<file path="config.mk">
export PLATFORM = sky130hd
export DESIGN_NAME = e3_los_monitor
export DESIGN_NICKNAME = d
export VERILOG_FILES = /design/src/rtl/e3_los_monitor.sv
export SDC_FILE = /design/constraint.sdc
export NUM_CORES = 1
export LEC_CHECK = 0
export BUFFER_PORTS_ARGS = -buffer_cell sky130_fd_sc_hd__clkbuf_2
export CAP_MARGIN = 20
export CORE_MARGIN = 2
export CORE_UTILIZATION = 47
export DETAILED_ROUTE_END_ITERATION = 16
export GPL_TIMING_DRIVEN = 0
export PLACE_DENSITY_LB_ADDON = 0.15
export SYNTH_ARGS = -nofsm -noshare
export SYNTH_HDL_FRONTEND = slang
export SYNTH_SLANG_ARGS = --single-unit
</file>
<file path="constraint.sdc">
create_clock -name clk -period 2.2 [get_ports clk]
set_clock_uncertainty 0.15 [all_clocks]
set_input_delay 0.33 -clock clk [delete_from_list [all_inputs] [get_ports clk]]
set_output_delay 0.33 -clock clk [all_outputs]
set_load 0.01 [all_outputs]
</file>
<file path="src/rtl/e3_los_monitor.sv">
module e3_los_monitor #(
  parameter int ZERO_THR = 32,
  parameter int WIN = 32,
  parameter int RUN = 4,
  parameter int AW = 16,
  parameter logic [AW-1:0] STAT_ADDR = 16'h1111,
  parameter logic [AW-1:0] ISR_ADDR = 16'h1114,
  parameter logic [AW-1:0] IER_ADDR = 16'h1117
) (
  input  logic          clk,
  input  logic          rst,
  input  logic          bit_en,
  input  logic          rx_bit,
  input  logic          liu_los,
  input  logic          lof_in,
  input  logic          oof_in,
  input  logic          ais_in,
  input  logic          pld_unstab_in,
  input  logic          tmark_in,
  input  logic          ferf_in,
  input  logic [5:0]    other_evt,
  input  logic [AW-1:0] reg_addr,
  input  logic          reg_rd,
  input  logic          reg_wr,
  input  logic [7:0]    reg_wdata,
  output logic [7:0]    reg_rdata,
  output logic          los_defect,
  output logic          lof_algo_sel,
  output logic          int_n
);
  localparam int ZW = $clog2(ZERO_THR + 1);
  localparam int WW = $clog2(WIN + 1);
  localparam int QW = $clog2(RUN + 1);

  logic [ZW-1:0] zrun;
  logic [WW-1:0] win;
  logic [QW-1:0] qrun;
  logic          los_q, algo_q;
  logic [6:0]    isr_q, ier_q;

  wire [ZW-1:0] zrun_nx = !bit_en ? zrun :
                          rx_bit ? '0 :
                          (zrun == ZW'(ZERO_THR)) ? zrun : zrun + 1'b1;
  wire [QW-1:0] qrun_nx = rx_bit ? '0 : (qrun == QW'(RUN)) ? qrun : qrun + 1'b1;
  wire [WW-1:0] win_nx  = (qrun_nx == QW'(RUN)) ? '0 :
                          (win == WW'(WIN)) ? win : win + 1'b1;

  wire declare = ~los_q & (liu_los | (bit_en & ~rx_bit & (zrun_nx == ZW'(ZERO_THR))));
  wire clear   = los_q & bit_en & ~liu_los & (win_nx == WW'(WIN));
  wire los_chg = declare | clear;
  wire isr_rd  = reg_rd && (reg_addr == ISR_ADDR);
  wire [6:0] evt = {other_evt[5:1], los_chg, other_evt[0]};

  always_ff @(posedge clk) begin
    if (rst) begin
      zrun   <= '0;
      win    <= '0;
      qrun   <= '0;
      los_q  <= 1'b0;
      algo_q <= 1'b0;
      isr_q  <= '0;
      ier_q  <= 7'h7F;
    end else begin
      zrun <= zrun_nx;
      if (declare || clear) begin
        los_q <= declare;
        win   <= '0;
        qrun  <= '0;
      end else if (los_q && bit_en) begin
        win  <= win_nx;
        qrun <= qrun_nx;
      end
      isr_q <= (isr_rd ? 7'h00 : isr_q) | evt;
      if (reg_wr && reg_addr == STAT_ADDR) algo_q <= reg_wdata[7];
      if (reg_wr && reg_addr == IER_ADDR)  ier_q  <= reg_wdata[6:0];
    end
  end

  always_comb begin
    case (reg_addr)
      STAT_ADDR: reg_rdata = {algo_q, lof_in, oof_in, los_q, ais_in, pld_unstab_in, tmark_in, ferf_in};
      ISR_ADDR:  reg_rdata = {1'b0, isr_q};
      IER_ADDR:  reg_rdata = {1'b0, ier_q};
      default:   reg_rdata = 8'h00;
    endcase
  end

  assign los_defect   = los_q;
  assign lof_algo_sel = algo_q;
  assign int_n        = ~|(isr_q & ier_q);

  p_declare_cause_r1: assert property (@(posedge clk) disable iff (rst)
    $rose(los_q) |-> ($past(liu_los) || ($past(bit_en) && !$past(rx_bit))));
  p_clear_window_r2: assert property (@(posedge clk) disable iff (rst)
    $fell(los_q) |-> ($past(bit_en) && $past(win) >= WW'(WIN - 1)));
  p_clear_liu_r3: assert property (@(posedge clk) disable iff (rst)
    $fell(los_q) |-> !$past(liu_los));
  p_change_flag_r5: assert property (@(posedge clk) disable iff (rst)
    (los_q != $past(los_q)) |-> isr_q[1]);
  p_read_clear_r6: assert property (@(posedge clk) disable iff (rst)
    (isr_rd && !los_chg) |=> !isr_q[1]);
endmodule

</file>
**After elaboration in Yosys (flattened, before gate mapping)**

Cells that the tools add are included.

- Input bits: 43
- Flip-flop bits (word level): 31
- Output and inout port bits: 11
- Logic and storage cells: 49

- Equality and inequality tests: 9
- Bitwise logic cells: 13
- Multiplexer cells: 9
- Add/subtract/negate cells: 3
- Reduce and logical (&&, ||, !) cells: 8

Operator list:

| kind | count |
|---|---|
| == test 16 x 13 -> 1 bit (second input constant) | 3 |
| two-way mux 6 bit | 5 |
| == test 6 bit (second input constant) | 4 |
| case mux 8 bit (3 select lines) | 1 |
| adder 6 x 1 -> 6 bit (second input constant) | 2 |
| AND 7 bit | 1 |
| two-way mux 7 bit | 1 |
| bitwise OR 7 bit | 1 |
| OR reduction 7 bit | 1 |
| AND 1 bit | 6 |
| == test 3 bit (second input constant) | 2 |
| two-way mux 3 bit | 2 |
| logical AND 1 bit | 4 |
| adder 3 x 1 -> 3 bit (second input constant) | 1 |
| inverter 1 bit | 3 |
| bitwise OR 1 bit | 2 |
| OR reduction 2 bit | 1 |
| logical NOT 1 bit | 1 |
| logical OR 1 bit | 1 |

**Depth between registers and ports, before layout**

Gate-level depths: netlist (run 1).

- Word-level depth: 10
- Gate-level depth with buffers: 8
- Mapped depth without buffers: 7

**Worst setup path before layout (run 1)**

No wires, ideal clock.

- Kind: flip-flop to flip-flop
- Start point: register qrun[0]
- End point: register qrun[2]
- Path buffers: 0
- Arrival time: 2.009 ns
- Path slack: -0.047 ns
- Setup time: 0.088 ns
- Stages on the path, launching flop included: 8
- Clock period less this slack: 2.247 ns
- Data required time: 1.962 ns
- Cell sequence: dfxtp_1 inv_1 ha_1 or3_4 a311oi_4 a21o_4 o31ai_4 nor4_2

- Cells in the longest elaborated chain, start to end: 9
- Elaborated cells on any way between the ends: 10
- Classes of those cells: 1 x add/sub; 3 x eq/ne; 3 x mux; 1 x bitwise; 2 x reduce/logical

Ends and longest elaborated chain:

| what | line | text |
|---|---|---|
| start: declaration | 37 | `logic [QW-1:0] qrun;` |
| start signal: assignment | 71 | `qrun <= qrun_nx;` |
| adder 3 x 1 -> 3 bit or == test 3 bit (tied branches) | 44 | `wire [QW-1:0] qrun_nx = rx_bit ? '0 : (qrun == QW'(RUN)) ? qrun : qrun + 1'b1;` |
| two-way mux 3 bit * (2 in a row) | 44 |  |
| == test 3 bit | 45 | `wire [WW-1:0] win_nx = (qrun_nx == QW'(RUN)) ? '0 :` |
| two-way mux 6 bit | 45 |  |
| == test 6 bit | 49 | `wire clear = los_q & bit_en & ~liu_los & (win_nx == WW'(WIN));` |
| AND 1 bit | 49 |  |
| logical OR 1 bit | 65 | `if (declare \|\| clear) begin` |
| OR reduction 2 bit (no source line) | - |  |

Every way passes the cells marked *; elsewhere a longest branch is shown, timed or not.
A chain may end at the register's enable or synchronous reset.

**Worst setup path after layout (run 1)**

- Start point: input port reg_addr[11]
- End point: output port reg_rdata[1]

- Cells in the longest elaborated chain, start to end: 2
- Elaborated cells on any way between the ends: 4
- Classes of those cells: 3 x eq/ne; 1 x mux

Ends and longest elaborated chain:

| what | line | text |
|---|---|---|
| start: declaration | 22 | `input logic [AW-1:0] reg_addr,` |
| == test 16 x 13 -> 1 bit | 80 | `case (reg_addr)` |
| case mux 8 bit (3 select lines) * | 80 |  |
| end: declaration | 26 | `output logic [7:0] reg_rdata,` |

Marked as above.

==> impl_metrics.ini, run 1 <==
[synthesis]
synth_seq_area_share = 0.310
syn-num-nets = 279
synth_area_per_cell_um2 = 8.70
yosysWarnings = 0
synth.distinct_cells = 61
synth_area_leaders = dfxtp_1 31%, mux2i_1 5.0%, a21oi_1 4.5%, nor2_1 4.1%, a222oi_1 4.0%
ys_ff_latch = 31
yosysMostFrequentCell = dfxtp_1
synthCells = 230
synth_edf_count = 0
async_flop_share = 0
netlist_area_um2 = 2000
synth_ff_type = dfxtp_1
synthTopCellsByCount = 31 x dfxtp_1, 22 x nor2_1, 19 x inv_1, 18 x a21oi_1, 13 x nand2_1
yosysTopAreaCellShare = 0.310
synth_largest_area_cell = dfxtp_1

[clock_tree]
cts_buffer_depth = 2
cts_sinks = 31
cts_tree = built
postCtsHoldBufs = 0
insertion_delay_ns = 0.28
root_buffer = clkbuf_8
cts-htree-levels = 2
cts_made_buffers = 5
clkTransAtPathRegs_ns = 0.06

[placement]
pre_cts_ws_ns = -0.559
gp_congestion = 0.819
io_buffers = 52
hpwl_mm = 3.55

[run_status]
status = complete, but fails checks
violations = negative setup slack

[sta]
fmax_mhz = 447
setup_viol_count_final = 7
rsz0062_at_grt = true
finalCriticalPeriod_ns = 2.24
finalMaxSlewViolations = 0
finalSetupTns_ns = -0.126
min_period_over_period = 1.02
slew-limit-headroom = 0.482
worst_pin_slew_ns = 0.773
setup_slack_ns = -0.0358
hold_viol_final = 0

[power_and_ir_drop]
p_per_area_nw_per_um2 = 441
p_leak_nw = 1.17
peakVddDrop_uv = 321

[routing]
initialDrtViolationCount = 274
drt-total-wl_mm = 5.31
routedWlPerCell_um = 15.0
dr.pass1.iters = 5
ant_nets = 0
drc = 0
route.vias.total = 2034
via_per_inst = 5.73

[grt]
grtUsageTotal = 0.212
grt_max_degree = 11
overflow = 0
grt_pass1_vias = 1870
grt_first_pass_wirelength_mm = 8.39
antenna_found_initial = 0

[flow_run]
cap_viol_max_count = 0

[finish]
syn2layout_area_growth_pct = 35.0
final_layout_size_suffix_gt1_frac = 0.403
nFillCells = 345
final_nets = 353
diodes = 0

[die]
fp.dieW_um = 69.2
core-area_um2 = 4060
initial_core_util = 0.493
die_y_um = 69.2
placementRows = 23
ios = 54
die_area_um2 = 4790

[setup_path]
cp-end-kind = primary output
critPathLaunchType = input port
cp.required_ns = 1.72
critPathMaxFanout = 6
worst-setup-path-type = input port to primary output
reg2reg_setup_slack_ns = -0.02
arrival_ns = 1.76

[hold_path]
hp-class = input port to flip-flop
==> registers in the layout, indices dropped and copies added, names as in the netlist <==
name / cells
ier_q: 7
isr_q: 7
lof_algo_sel: 1
los_defect: 1
qrun: 3
win: 6
zrun: 6
==> timing repair <==
action	4_1_cts	5_1_grt
setup endpoints to repair	19	26
cloned	0	2
buffers inserted	6	7
gates resized for setup	13	38
pin swaps	6	15
==> cell type report <==
cell class / count / area (µm²) / area share
tap: 50 / 62.6 / 0.0232
multi-input combinational: 172 / 1400 / 0.517
sequential: 31 / 631 / 0.233
inverter: 19 / 71.3 / 0.0264
clock buffer: 7 / 76.3 / 0.0283
clock inverter: 1 / 5.00 / 0.00185
buffer: 8 / 51.3 / 0.0190
timing repair buffer: 67 / 407 / 0.151
==> worst max-delay path, stage by stage <==
cell      delay [ns]
clkbuf_2        0.10
nor4b_4         0.31
nand4_4         0.18
nor4_4          0.33
buf_4           0.19
a222oi_1        0.09
inv_1           0.09
buf_2           0.13
==> through the flow <==
stage / total power, mW / util / hold WS, ns / instance area [µm²] / cells
after floorplan: 0.683 / - / 0.249 / 2010 / 230
after global placement: 0.746 / 0.576 / 0.340 / 2340 / 332
after detailed placement: 0.747 / 0.576 / 0.341 / 2340 / 332
after CTS: 1.18 / 0.622 / 0.103 / 2520 / 346
after global routing: 1.25 / 0.666 / 0.109 / 2700 / 355
final: 1.19 / 0.666 / 0.101 / 2700 / 355
==> layer usage <==
metal / vias to the layer above / track usage / share of wire
li1: 1015 / - / -
met1: 942 / 0.282 / 0.44
met2: 68 / 0.339 / 0.49
met3: 9 / 0.0538 / 0.057
met4: 0 / 0.0654 / 0.014
met5: - / 0 / 0
==> cells in the final DEF, fill, tap and decap left out, drive strengths merged, types with 2 or more instances in the layout <==
cell type,synthesis,layout
nand4b,2,2
a21oi,18,18
o21ai,5,5
a22oi,7,7
o31ai,3,3
nor2,23,23
or2,2,2
a222oi,8,8
nand4,3,3
mux2i,10,10
clkbuf,6,55
o31a,2,2
nor3b,2,2
dfxtp,31,31
nor4b,3,3
a311oi,2,2
and2,3,3
or3,5,5
nor3,10,10
ha,6,6
a211oi,5,5
a31oi,2,2
o21a,3,3
inv,19,19
nand2,13,13
buf,2,27
nor4,3,3
nand3,10,10
a21boi,2,2
nor2b,3,3
==> path summary, 6_finish.rpt <==
| check | start | endpoint | cells past startpoint |
|---|---|---|---|
| worst min register to register | ier_q[1]$_SDFFE_PP1P_ | ier_q[1]$_SDFFE_PP1P_ | 2 |
| worst max-delay path | reg_addr[11] | reg_rdata[1] | 8 |
| worst max register to register | qrun[0]$_SDFFE_PP0P_ | win[2]$_SDFFE_PP0P_ | 8 |
| worst min-delay path | rst | isr_q[6]$_SDFF_PP0_ | 2 |
==> cell families (layout without fill, tap and decap cells) <==
family          count (synthesis)  after routing  synth area share
mux                            10             10            0.0500
fa+ha+maj                       6              6            0.0375
buf+inv                        27            102            0.0613
xor+xnor                        2              2           0.00876
simple gates                   87             87             0.258
compound gates                 67             67             0.275
flops                          31             31             0.310
==> power by group <==
group	internal (mW)	switching, mW	leakage (nW)
clock	0.221	0.202	0.0422
combinational	0.0874	0.0923	0.870
sequential	0.574	0.0152	0.255
total	0.883	0.309	1.17
(Power assumes the default switching activity.)
==> inputs of run 2 (changes only) <==
==> constraint.sdc (replaced) <==
create_clock -name clk -period 2.2 [get_ports clk]
set_clock_uncertainty 0.15 [all_clocks]
set_input_delay 0.22 -clock clk [delete_from_list [all_inputs] [get_ports clk]]
set_output_delay 0.22 -clock clk [all_outputs]
set_load 0.01 [all_outputs]
==> impl_metrics.ini, run 2 (same netlist as run 1, synthesis figures left out) <==
[setup_path]
cp-end-kind = flip-flop
critical_path.max_stage_delay_ns = 0.37
r2r-start = qrun[0]$_SDFFE_PP0P_
crit_family = compound AO/OA/AOI/OAI gates
cp.required_ns = 2.21
r2r_end = win[2]$_SDFFE_PP0P_
critPathLaunchType = flip-flop
cp.buffers_inverters = 2
arrival_ns = 2.21
slowest_stage = or3_4
worst-setup-path-type = flip-flop to flip-flop
r2r_cells = 8
reg2reg_setup_slack_ns = -0.004
crit_chain = inv_2 > ha_4 > or3_4 > a311oi_4 > buf_6 > a21oi_1 > o21ai_0 > a211oi_2
critPathMaxFanout = 5

[finish]
final_common_cell = clkbuf_2
diodes = 0
stdcell_area_um2 = 2620
nFillCells = 354
mostFrequentLayoutCells = 54 x clkbuf_2, 27 x dfxtp_1, 21 x nor2_1, 18 x a21oi_1, 17 x inv_1
largestRegisters = ier_q: 7 flops, isr_q: 7 flops
instances_no_fill = 351
fin_util = 0.645
final_layout_size_suffix_gt1_frac = 0.375
syn2layout_area_growth_pct = 30.8
final_nets = 349

[hold_path]
holdPathStages = 3
hp-class = input port to flip-flop
hp-start = other_evt[4]
min_to = isr_q[5]$_SDFF_PP0_

[die]
placementRows = 23
fp.dieW_um = 69.2
die_area_um2 = 4790
initial_core_util = 0.493
ios = 54
core-area_um2 = 4060
die_y_um = 69.2

[clock_tree]
cts-htree-levels = 2
clkTransAtPathRegs_ns = 0.06
cts_tree = built
cts_made_buffers = 5
cts_sinks = 31
cts_buffer_depth = 2
insertion_delay_ns = 0.28
root_buffer = clkbuf_8

[power_and_ir_drop]
p_per_area_nw_per_um2 = 453
peakVddDrop_uv = 323
p_leak_nw = 1.12
power.total_mw = 1.18

[grt]
overflow = 0
grt_first_pass_wirelength_mm = 8.30
grt_max_degree = 11
grtUsageTotal = 0.210
grt_pass1_vias = 1863
antenna_found_initial = 0

[sta]
finalSetupTns_ns = -0.00411
fmax_mhz = 454
min_period_over_period = 1.00
finalCriticalPeriod_ns = 2.20
finalMaxSlewViolations = 0
setup_slack_ns = -0.00411
setup_viol_count_final = 1
worst_pin_slew_ns = 0.769
hold_viol_final = 0
rsz0062_at_grt = true
slew-limit-headroom = 0.484

[run_status]
violations = negative setup slack
status = complete, but fails checks

[placement]
postPlaceCellArea_um2 = 2340
dp_cells = 332
gp_congestion = 0.819
io_buffers = 52
hpwl_mm = 3.55

[routing]
drc = 0
dr.pass1.iters = 4
via_per_inst = 5.65
initialDrtViolationCount = 204
routedWlPerCell_um = 14.3
route.vias.total = 1983
drt-total-wl_mm = 5.02
ant_nets = 0

[flow_run]
cap_viol_max_count = 0
-- run 2: final cells by class --
| cell class | instances | area (µm²) | area share |
|---|---|---|---|
| Multi-Input combinational cell | 172 | 1360 | 0.518 |
| Timing Repair Buffer | 63 | 363 | 0.139 |
| Tap cell | 50 | 62.6 | 0.0239 |
| Sequential cell | 31 | 631 | 0.241 |
| Clock inverter | 1 | 5.00 | 0.00191 |
| Inverter | 19 | 71.3 | 0.0273 |
| Buffer | 8 | 51.3 | 0.0196 |
| Clock buffer | 7 | 76.3 | 0.0292 |
-- run 2: stage by stage --
step,setup slack [ns],hold slack (ns)
after global routing,-0.0777,0.0188
after CTS,0.00853,0.00817
after floorplan,0.0131,0.139
after global placement,-0.333,0.278
after detailed placement,-0.339,0.284
final,-0.00411,0.00390
-- run 2: worst reg2reg max path: stages (launching register included) --
cell and delay [ns]:
dfxtp_2 0.35, inv_2 0.05, ha_4 0.24, or3_4 0.37
a311oi_4 0.37, buf_6 0.16, a21oi_1 0.06, o21ai_0 0.23
a211oi_2 0.10
-- run 2: timing repair --
item                       in CTS  in global routing
pin swaps                       5                  8
hold endpoints to repair        2                  0
resized for setup               8                 21
setup endpoints to repair      19                 18
gates cloned                    0                  1
hold buffers                    2                  0
buffers inserted                5                  3
-- run 2: routing by layer --
metal	wire length, µm	vias up	GRT usage
met5	0	-	0
li1	-	1008	-
met3	355	7	0.0552
met2	2400	65	0.338
met1	2210	903	0.277
met4	48	0	0.0588
-- run 2: worst max path at each step --
stage / depth (start not counted) / slack (ns) / startpoint / to
floorplan: 7 / 0.01 / qrun[0]$_SDFFE_PP0P_ / qrun[2]$_SDFFE_PP0P_
global placement: 7 / -0.33 / reg_addr[3] / reg_rdata[5]
detailed placement: 7 / -0.34 / reg_addr[3] / reg_rdata[5]
CTS: 8 / 0.009 / qrun[0]$_SDFFE_PP0P_ / win[0]$_SDFFE_PP0P_
global route: 8 / -0.08 / qrun[0]$_SDFFE_PP0P_ / win[2]$_SDFFE_PP0P_
finish: 8 / -0.004 / qrun[0]$_SDFFE_PP0P_ / win[2]$_SDFFE_PP0P_
-- run 2: where the power goes --
group | internal (mW) | switching [mW] | leakage (nW) | total [mW]
combinational | 0.0845 | 0.0871 | 0.821 | 0.172
sequential | 0.574 | 0.0153 | 0.255 | 0.589
clock | 0.221 | 0.202 | 0.0422 | 0.423
